`src/rtl/pacc_pkg.sv`:
```
package pacc_pkg;

    typedef enum logic [1:0] {
        ST_IDLE   = 2'd0,
        ST_EVT16  = 2'd1,
        ST_GATE16 = 2'd2,
        ST_PAIR8  = 2'd3
    } acc_state_t;

    localparam logic [1:0] ADDR_FLAG   = 2'd0;
    localparam logic [1:0] ADDR_CNT_HI = 2'd1;
    localparam logic [1:0] ADDR_CNT_LO = 2'd2;

    localparam int FLG_EDGE_BIT = 0;
    localparam int FLG_OVF_BIT  = 1;
    localparam int FLG_W        = 2;

endpackage

```
`src/rtl/pacc_sync.sv`:
```
module pacc_sync #(
    parameter int STAGES = 2,
    parameter int N      = 2
) (
    input  logic         clk,
    input  logic         rst_n,
    input  logic [N-1:0] raw_i,
    output logic [N-1:0] lvl_o,
    output logic [N-1:0] rise_o,
    output logic [N-1:0] fall_o
);

    for (genvar g = 0; g < N; g++) begin : g_bit
        logic [STAGES-1:0] chain;
        logic              prev;

        always_ff @(posedge clk or negedge rst_n) begin
            if (!rst_n) begin
                chain <= '0;
                prev  <= 1'b0;
            end else begin
                chain <= {chain[STAGES-2:0], raw_i[g]};
                prev  <= chain[STAGES-1];
            end
        end

        assign lvl_o[g]  = chain[STAGES-1];
        assign rise_o[g] = chain[STAGES-1] & ~prev;
        assign fall_o[g] = ~chain[STAGES-1] & prev;
    end

endmodule

```
`src/rtl/pacc_half.sv`:
```
module pacc_half #(
    parameter int W = 8
) (
    input  logic         clk,
    input  logic         rst_n,
    input  logic         inc_i,
    input  logic         sat_i,
    output logic [W-1:0] val_o,
    output logic         max_o
);

    localparam logic [W-1:0] MAXV = {W{1'b1}};

    assign max_o = (val_o == MAXV);

    always_ff @(posedge clk or negedge rst_n) begin
        if (!rst_n) begin
            val_o <= '0;
        end else if (inc_i && !(sat_i && max_o)) begin
            val_o <= val_o + 1'b1;
        end
    end

    // a saturated half never leaves its maximum
    p_sat_hold_r6: assert property (@(posedge clk) disable iff (!rst_n)
        (sat_i && max_o) |=> max_o);

endmodule

```
`src/rtl/pacc_flags.sv`:
```
module pacc_flags
    import pacc_pkg::*;
(
    input  logic             clk,
    input  logic             rst_n,
    input  logic [FLG_W-1:0] set_i,
    input  logic             wr_i,
    input  logic [FLG_W-1:0] wbits_i,
    input  logic             fast_i,
    input  logic             hit_i,
    output logic [FLG_W-1:0] flags_o
);

    logic [FLG_W-1:0] clr;

    always_comb begin
        if (fast_i) begin
            clr = {FLG_W{hit_i}};
        end else if (wr_i) begin
            clr = wbits_i;
        end else begin
            clr = '0;
        end
    end

    always_ff @(posedge clk or negedge rst_n) begin
        if (!rst_n) begin
            flags_o <= '0;
        end else begin
            flags_o <= (flags_o & ~clr) | set_i;
        end
    end

    // a set in the same clock as a clear wins
    p_set_wins_ovf_r11: assert property (@(posedge clk) disable iff (!rst_n)
        set_i[FLG_OVF_BIT] |=> flags_o[FLG_OVF_BIT]);
    p_set_wins_edge_r11: assert property (@(posedge clk) disable iff (!rst_n)
        set_i[FLG_EDGE_BIT] |=> flags_o[FLG_EDGE_BIT]);

    // with fast clear, flag writes do not disturb the flags
    p_fast_keep_r10: assert property (@(posedge clk) disable iff (!rst_n)
        (fast_i && !hit_i && set_i == '0) |=> flags_o == $past(flags_o));

    // normal write-one clearing of the overflow flag
    p_w1c_ovf_r9: assert property (@(posedge clk) disable iff (!rst_n)
        (!fast_i && wr_i && wbits_i[FLG_OVF_BIT] && !set_i[FLG_OVF_BIT])
        |=> !flags_o[FLG_OVF_BIT]);

endmodule

```
`src/rtl/pacc_top.sv`:
```
module pacc_top
    import pacc_pkg::*;
#(
    parameter int HALF_W      = 8,
    parameter int SYNC_STAGES = 2
) (
    input  logic              clk,
    input  logic              rst_n,
    input  logic              cap_i,
    input  logic              aux_i,
    input  logic              cfg_en_i,
    input  logic              cfg_gated_i,
    input  logic              cfg_pair_i,
    input  logic              cfg_pol_i,
    input  logic              cfg_hold_i,
    input  logic              cfg_fast_i,
    input  logic              tick_i,
    input  logic              ie_ovf_i,
    input  logic              ie_edge_i,
    input  logic              bus_sel_i,
    input  logic              bus_wr_i,
    input  logic [1:0]        bus_addr_i,
    input  logic [HALF_W-1:0] bus_wdata_i,
    output logic [HALF_W-1:0] bus_rdata_o,
    output logic              irq_ovf_o,
    output logic              irq_edge_o
);

    localparam int CAP_IDX = 0;
    localparam int AUX_IDX = 1;

    acc_state_t state, state_nx;

    logic [1:0] s_lvl, s_rise, s_fall;
    logic act_cap, act_aux, trail_cap, gate_on;
    logic lo_inc, hi_inc, half_sat;
    logic lo_max, hi_max;
    logic [HALF_W-1:0] lo_val, hi_val;
    logic ovf_set, edge_set;
    logic [FLG_W-1:0] set_vec, flags;
    logic wr_flag, cnt_hit;
    logic unused_bits;

    pacc_sync #(.STAGES(SYNC_STAGES), .N(2)) u_sync (
        .clk   (clk),
        .rst_n (rst_n),
        .raw_i ({aux_i, cap_i}),
        .lvl_o (s_lvl),
        .rise_o(s_rise),
        .fall_o(s_fall)
    );

    assign act_cap   = cfg_pol_i ? s_rise[CAP_IDX] : s_fall[CAP_IDX];
    assign trail_cap = cfg_pol_i ? s_fall[CAP_IDX] : s_rise[CAP_IDX];
    assign act_aux   = cfg_pol_i ? s_rise[AUX_IDX] : s_fall[AUX_IDX];
    assign gate_on   = (s_lvl[CAP_IDX] == cfg_pol_i);

    // next mode chosen from configuration
    always_comb begin
        if (!cfg_en_i) begin
            state_nx = ST_IDLE;
        end else if (cfg_pair_i) begin
            state_nx = ST_PAIR8;
        end else if (cfg_gated_i) begin
            state_nx = ST_GATE16;
        end else begin
            state_nx = ST_EVT16;
        end
    end

    always_ff @(posedge clk or negedge rst_n) begin
        if (!rst_n) begin
            state <= ST_IDLE;
        end else begin
            state <= state_nx;
        end
    end

    // per-mode increment and flag-set decoding
    always_comb begin
        lo_inc   = 1'b0;
        hi_inc   = 1'b0;
        half_sat = 1'b0;
        ovf_set  = 1'b0;
        edge_set = 1'b0;
        unique case (state)
            ST_IDLE: begin
            end
            ST_EVT16: begin
                lo_inc   = act_cap;
                hi_inc   = act_cap & lo_max;
                ovf_set  = act_cap & lo_max & hi_max;
                edge_set = act_cap;
            end
            ST_GATE16: begin
                lo_inc   = tick_i & gate_on;
                hi_inc   = tick_i & gate_on & lo_max;
                ovf_set  = tick_i & gate_on & lo_max & hi_max;
                edge_set = trail_cap;
            end
            ST_PAIR8: begin
                lo_inc   = act_aux;
                hi_inc   = act_cap;
                half_sat = cfg_hold_i;
                ovf_set  = act_cap & hi_max;
                edge_set = act_cap;
            end
        endcase
    end

    pacc_half #(.W(HALF_W)) u_lo (
        .clk  (clk),
        .rst_n(rst_n),
        .inc_i(lo_inc),
        .sat_i(half_sat),
        .val_o(lo_val),
        .max_o(lo_max)
    );

    pacc_half #(.W(HALF_W)) u_hi (
        .clk  (clk),
        .rst_n(rst_n),
        .inc_i(hi_inc),
        .sat_i(half_sat),
        .val_o(hi_val),
        .max_o(hi_max)
    );

    assign wr_flag = bus_sel_i & bus_wr_i & (bus_addr_i == ADDR_FLAG);
    assign cnt_hit = bus_sel_i &
                     ((bus_addr_i == ADDR_CNT_HI) | (bus_addr_i == ADDR_CNT_LO));

    always_comb begin
        set_vec               = '0;
        set_vec[FLG_OVF_BIT]  = ovf_set;
        set_vec[FLG_EDGE_BIT] = edge_set;
    end

    pacc_flags u_flags (
        .clk    (clk),
        .rst_n  (rst_n),
        .set_i  (set_vec),
        .wr_i   (wr_flag),
        .wbits_i(bus_wdata_i[FLG_W-1:0]),
        .fast_i (cfg_fast_i),
        .hit_i  (cnt_hit),
        .flags_o(flags)
    );

    assign unused_bits = ^{bus_wdata_i[HALF_W-1:FLG_W], s_lvl[AUX_IDX]};

    always_comb begin
        unique case (bus_addr_i)
            ADDR_FLAG:   bus_rdata_o = {{(HALF_W-FLG_W){1'b0}}, flags};
            ADDR_CNT_HI: bus_rdata_o = hi_val;
            ADDR_CNT_LO: bus_rdata_o = lo_val;
            default:     bus_rdata_o = '0;
        endcase
    end

    assign irq_ovf_o  = flags[FLG_OVF_BIT] & ie_ovf_i;
    assign irq_edge_o = flags[FLG_EDGE_BIT] & ie_edge_i;

    // a 16-bit wrap raises the overflow flag
    p_wrap16_r3: assert property (@(posedge clk) disable iff (!rst_n)
        ((state == ST_EVT16 || state == ST_GATE16) && lo_inc && lo_max && hi_max)
        |=> flags[FLG_OVF_BIT]);

    // no carry between halves in paired form
    p_pair_nocarry_r4: assert property (@(posedge clk) disable iff (!rst_n)
        (state == ST_PAIR8 && lo_inc && lo_max && !hi_inc)
        |=> hi_val == $past(hi_val));

    // an active edge in event or paired form sets the edge flag
    p_edge_flag_r8: assert property (@(posedge clk) disable iff (!rst_n)
        ((state == ST_EVT16 || state == ST_PAIR8) && act_cap)
        |=> flags[FLG_EDGE_BIT]);

    // counting stays frozen while idle
    p_idle_frozen_r1: assert property (@(posedge clk) disable iff (!rst_n)
        (state == ST_IDLE) |=> ($stable(lo_val) && $stable(hi_val)));

endmodule

```
`config.mk`:
```
export PLATFORM = sky130hd
export DESIGN_NAME = pacc_top
export DESIGN_NICKNAME = d
export VERILOG_FILES = /design/src/rtl/pacc_pkg.sv /design/src/rtl/pacc_sync.sv /design/src/rtl/pacc_half.sv /design/src/rtl/pacc_flags.sv /design/src/rtl/pacc_top.sv
export SDC_FILE = /design/constraint.sdc
export NUM_CORES = 1
export LEC_CHECK = 0
export BUFFER_PORTS_ARGS = -buffer_cell sky130_fd_sc_hd__buf_4
export CORE_MARGIN = 2
export CORE_UTILIZATION = 55
export DETAILED_ROUTE_END_ITERATION = 16
export PLACE_DENSITY = 0.81
export REMOVE_ABC_BUFFERS = 1
export SYNTH_ARGS = -nofsm -noshare
export SYNTH_HDL_FRONTEND = slang
export SYNTH_SLANG_ARGS = --single-unit
```
`constraint.sdc`:
```
create_clock -name clk -period 4.25 [get_ports clk]
set_clock_uncertainty 0.1 [all_clocks]
set_input_delay 0.2125 -clock clk [delete_from_list [all_inputs] [get_ports clk]]
set_output_delay 0.2125 -clock clk [all_outputs]
set_load 0.02 [all_outputs]
```
; Word-level counts from Yosys, hierarchy flattened
; Index checks and enable logic that the tools add are counted.
[word_totals]
reg_bits = 26
inputBits = 25
wordCells = 63
[op_classes]
add_sub_neg = 2
eq_ne = 8
muxes = 14
bitwise = 23
reduce_logical = 8
[ops]
columns = op, n
row1 = 8-bit one-hot mux with 3 select lines, 1
row2 = "8-bit by 1-bit adder with 8-bit output, second input constant", 2
row3 = "8-bit equality test, second input constant", 2
row4 = 1-bit AND, 15
row5 = 2-bit two-way mux, 5
row6 = 1-bit one-hot mux with 3 select lines, 3
row7 = "2-bit equality test, second input constant", 3
row8 = "2-bit by 1-bit equality test with 1-bit output, second input constant", 2
row9 = 1-bit logical AND, 4
row10 = 1-bit two-way mux, 4
row11 = 1-bit inverter, 4
row12 = 2-bit AND, 1
row13 = 1-bit logical NOT, 2
row14 = 2-bit logical NOT, 1
row15 = 2-bit inverter, 1
row16 = 2-bit bitwise OR, 1
row17 = 1-bit one-hot mux with 2 select lines, 1
row18 = 2-bit OR reduction, 1
row19 = 1-bit equality test, 1
row20 = 1-bit bitwise OR, 1

; Logic depth before layout (Yosys ltp)
[logic_depth]
ltp_word = 7
ltp_mapped = 6
depth_no_buf = 6

; Cells and area by module
; Synthesis repeated with hierarchy kept, for this count alone.
[unflattened]
hier_cells = 135
hier_area_um2 = 1455.1
[by_module_without_submodules]
columns = module, instances, cells_each, area_each_um2, seq_area_each_um2
row1 = pacc_half, 2, 34, 396.6, 200.2
row2 = pacc_top, 1, 48, 375.4, 50.0
row3 = pacc_sync, 1, 12, 200.2, 150.1
row4 = pacc_flags, 1, 7, 86.3, 50.0

; Worst setup path before layout
; Ideal clock, no wire load.
[synth_path]
kind = reg2reg
start = reg state[1]
end = reg u_hi.val_o[1]
setup_time_ps = 125
t_arrival_ps = 1932
required_time_ps = 4025
path_slack_ps = 2094
stages_incl_launch_ff = 7
period_less_slack_ps = 2156
cell_sequence = dfrtp_1 -> buf_2 -> or3b_1 -> a211oi_2 -> o21ai_2 -> a21oi_1 -> mux2_2
[synth_via]
elab_chain_len = 5
word_cells_on_any_way = 8
classes_between = eq/ne (3) / mux (2) / reduce/logical (3)
[synth_lines]
columns = element, line_no
row1 = start: declaration, pacc_top.sv:32  ; acc_state_t state, state_nx;
row2 = start signal: assignment, pacc_top.sv:75  ; state <= state_nx;
row3 = 2-bit equality test, pacc_top.sv:86  ; unique case (state)
row4 = 1-bit two-way mux, pacc_top.sv:86
row5 = 1-bit logical AND, pacc_half.sv:19  ; end else if (inc_i && !(sat_i && max_o)) begin
row6 = 1-bit logical NOT, pacc_half.sv:19
row7 = 1-bit logical AND *, pacc_half.sv:19
row8 = end signal: assignment, pacc_half.sv:20  ; val_o <= val_o + 1'b1;
row9 = end: declaration, pacc_half.sv:8  ; output logic [W-1:0] val_o,
; Every way passes the cells marked *; elsewhere a longest branch is shown, timed or not.
; A chain may end at the register's enable or synchronous reset.

; Final worst setup path
; Ends and elaborated chain as after synthesis.

==> flow_summary_export.csv <==
group,metric,value,unit
synth,ys.warnings.count,0,
placed_design,port_buffers,28,
critical_path,reg2reg_from,"state[1]",
floorplan,pin_count,35,
cells_and_area,antenna_cells,0,
cts,path_clk_slew,0.14,ns
power,power.leakage,0.817,nW
power,peakVddDrop,248,uV
timing,final.min_clock_period,2.32,ns
route,drc,0,
floorplan,coreArea,2690,um^2
synth,yosys.cell_types.count,41,
synth,synth_edf_count,0,
timing,slew-limit-headroom,53.2,%
placed_design,place_hpwl,2450,um
route,wl,3200,um
timing,setup_violations,0,
cts,cts_tree,"built",
cells_and_area,nets,214,
placed_design,dp_worst_setup_slack,1.94,ns
grt,grt_pass1_vias,1268,
critical_path,critPathArrivalTime,2.47,ns
placed_design,gp_congestion,0.833,
synth,synth_common_cells,"26 x dfrtp_1, 15 x nand2_1, 11 x nor2_1",
critical_path,rr_worst_depth,5,
cells_and_area,design_area,1840,um^2
critical_path,startpoint_type,"register",
run,drv_cap,0,
critical_path,r2r_slack,1.93,ns
power,power.density,343,nW/um^2
route,ant_nets,0,
cts,post-cts-setup-buffers,0,
cts,cts_root_buffer,"clkbuf_4",
floorplan,die_w,56.6,um
synth,post-synth-top-count-cell,"dfrtp_1",
hold_path,min_path_cells,2,
synth,synth.ff_latch_count,26,
placed_design,place_inst,203,
critical_path,cp-end-kind,"register",
grt,grt.total_usage,21.7,%
timing,fin_setup_tns,0,ns
grt,antenna_found_initial,0,
hold_path,hold_start,"cfg_en_i",
hold_path,hold_end,"state[0]",
floorplan,dieArea,3200,um^2
timing,tightest_slew,0.698,ns
route,dr.pass1.iters,5,
synth,yosysTopAreaCellShare,42.8,%
timing,slew_violations,0,
timing,fin_ws,1.93,ns
synth,synthTopCellsByArea,"dfrtp_1 43%, ha_1 4.9%, xnor2_1 4.0%",
placed_design,dpl-instance-area,1740,um^2
synth,avgSynthCellArea,10.1,um^2
route,wl_per_cell,15.0,um
synth,synth_cells,150,
synth,synth_top_area_cell,"dfrtp_1",
timing,hold_violations,0,
outcome,outcome,"finished clean",
floorplan,start_util,56.5,%
timing,clock.fmax,0.431,GHz
synth,syn-cell-area,1520,um^2
cells_and_area,layout-drive-gt1-share,23.6,%
timing,period_share,54.6,%
hold_path,hold_path.class,"input pin to register",
route,viasPerCell,6.07,
grt,grt_pass1_wl,5350,um
synth,synth-seq-area-share,42.8,%
grt,grt_max_degree,27,
grt,grt_overflow_total,0,
cells_and_area,area_delta_synth_final,21.1,%
timing,rsz0062_at_grt,"false",
floorplan,rows,19,
route,vias,1293,
route,dr.first_iter.drc_count,56,
cts,htreeDepth,1,
cts,insertion_delay,0.34,ns
synth,ys.flop_type,"dfrtp_1",
critical_path,critical_path_peak_fanout,11,
cells_and_area,final_cells,213,
cts,cts.sinks,26,
floorplan,die-height,56.6,um
critical_path,cp.required,4.39,ns
cts,cts_buffers,3,
synth,async_flop_share,100,%
critical_path,r2r_end,"u_hi.val_o[1]",
cts,cts_buffer_depth,2,
critical_path,worstSetupPathType,"register to register",
where the power goes:
part	internal [mW]	switching (mW)	total (mW)
clock	0.0526	0.0769	0.130
combinational	0.0830	0.0733	0.156
sequential	0.288	0.0575	0.346
per-stage QoR:
stage	hold WS, ns	utilization [%]	power, mW
finish	0.0263	68.5	0.632
global route	0.0143	68.5	0.669
global placement	0.0323	64.9	0.494
CTS	0.0202	68.5	0.635
detailed placement	0.0370	64.9	0.502
floorplan	-0.183	-	0.436
layer usage:
| layer | up-vias | GRT usage [%] | wire (um) |
|---|---|---|---|
| li1 | 614 | - | - |
| met1 | 621 | 26.4 | 1370 |
| met2 | 51 | 36.9 | 1620 |
| met3 | 7 | 3.46 | 147 |
| met4 | 0 | 10.9 | 69 |
| met5 | - | 0 | 0 |
worst max-delay path: stages (launching register included):
cell,delay (ns)
dfrtp_1,0.52
or3b_1,0.42
a211oi_2,0.33
o21ai_2,0.20
a21oi_1,0.29
mux2_2,0.36
repair_timing:
item | 4_1_cts | 5_1_grt
hold buffers | 6 | 0
gates resized for setup | 0 | 0
endpoints found under the hold margin | 30 | 0
registers in the layout (all words and copies together), names as in the netlist:
register	cells
u_lo.val_o	8
u_hi.val_o	8
u_sync.g_bit.prev	2
state	2
u_flags.flags_o	2
u_sync.g_bit.chain	4
logic make-up after synthesis:
logic type	after synthesis	synth area share (%)
and+or+nand+nor	59	21.5
muxes	3	2.22
buffers and inverters	11	2.88
xor gates and xnor gates	14	8.07
AOI/OAI and AO/OA	31	17.5
DFF	26	42.8
adders and majority gates	6	4.94
placed cells by master, fill, tap and decap left out, types with 2 or more instances in the layout:
cell           instances
a211oi_1               4
ha_1                   6
a211oi_2               2
dlygate4sd3_1          6
dfrtp_1               26
a21boi_0               2
a222oi_1               2
a21oi_1                5
nand3b_1               3
inv_1                  5
nand4_1                5
or3b_2                 2
xor2_1                 7
nand3_1                8
a22oi_1                6
nor2_1                11
xnor2_1                7
and2_1                 3
clkbuf_4               3
or3b_1                 2
nand4b_1               2
nand2_1               15
buf_4                 28
mux2_2                 3
nand4bb_1              2
final cells by class:
| class | count | area, um^2 |
|---|---|---|
| inverters | 5 | 18.8 |
| repair buffers | 34 | 270 |
| fillers | 206 | 847 |
| clock buffers | 4 | 36.3 |
| multi-input cells | 113 | 825 |
| well taps | 31 | 38.8 |
| flip-flops and latches | 26 | 651 |
how the worst max path moves through the flow:
stage              from            endpoint  slack, ns  cells past startpoint
6_report       state[1]       u_hi.val_o[1]       1.93                      5
5_1_grt        state[1]  u_flags.flags_o[1]       1.77                      5
2_1_floorplan  state[1]       u_hi.val_o[1]       2.13                      5
4_1_cts        state[1]       u_hi.val_o[1]       1.92                      5
3_5_place_dp   state[1]       u_hi.val_o[1]       1.94                      5
3_3_place_gp   state[1]       u_hi.val_o[1]       2.00                      5
(Power assumes the default switching activity.)
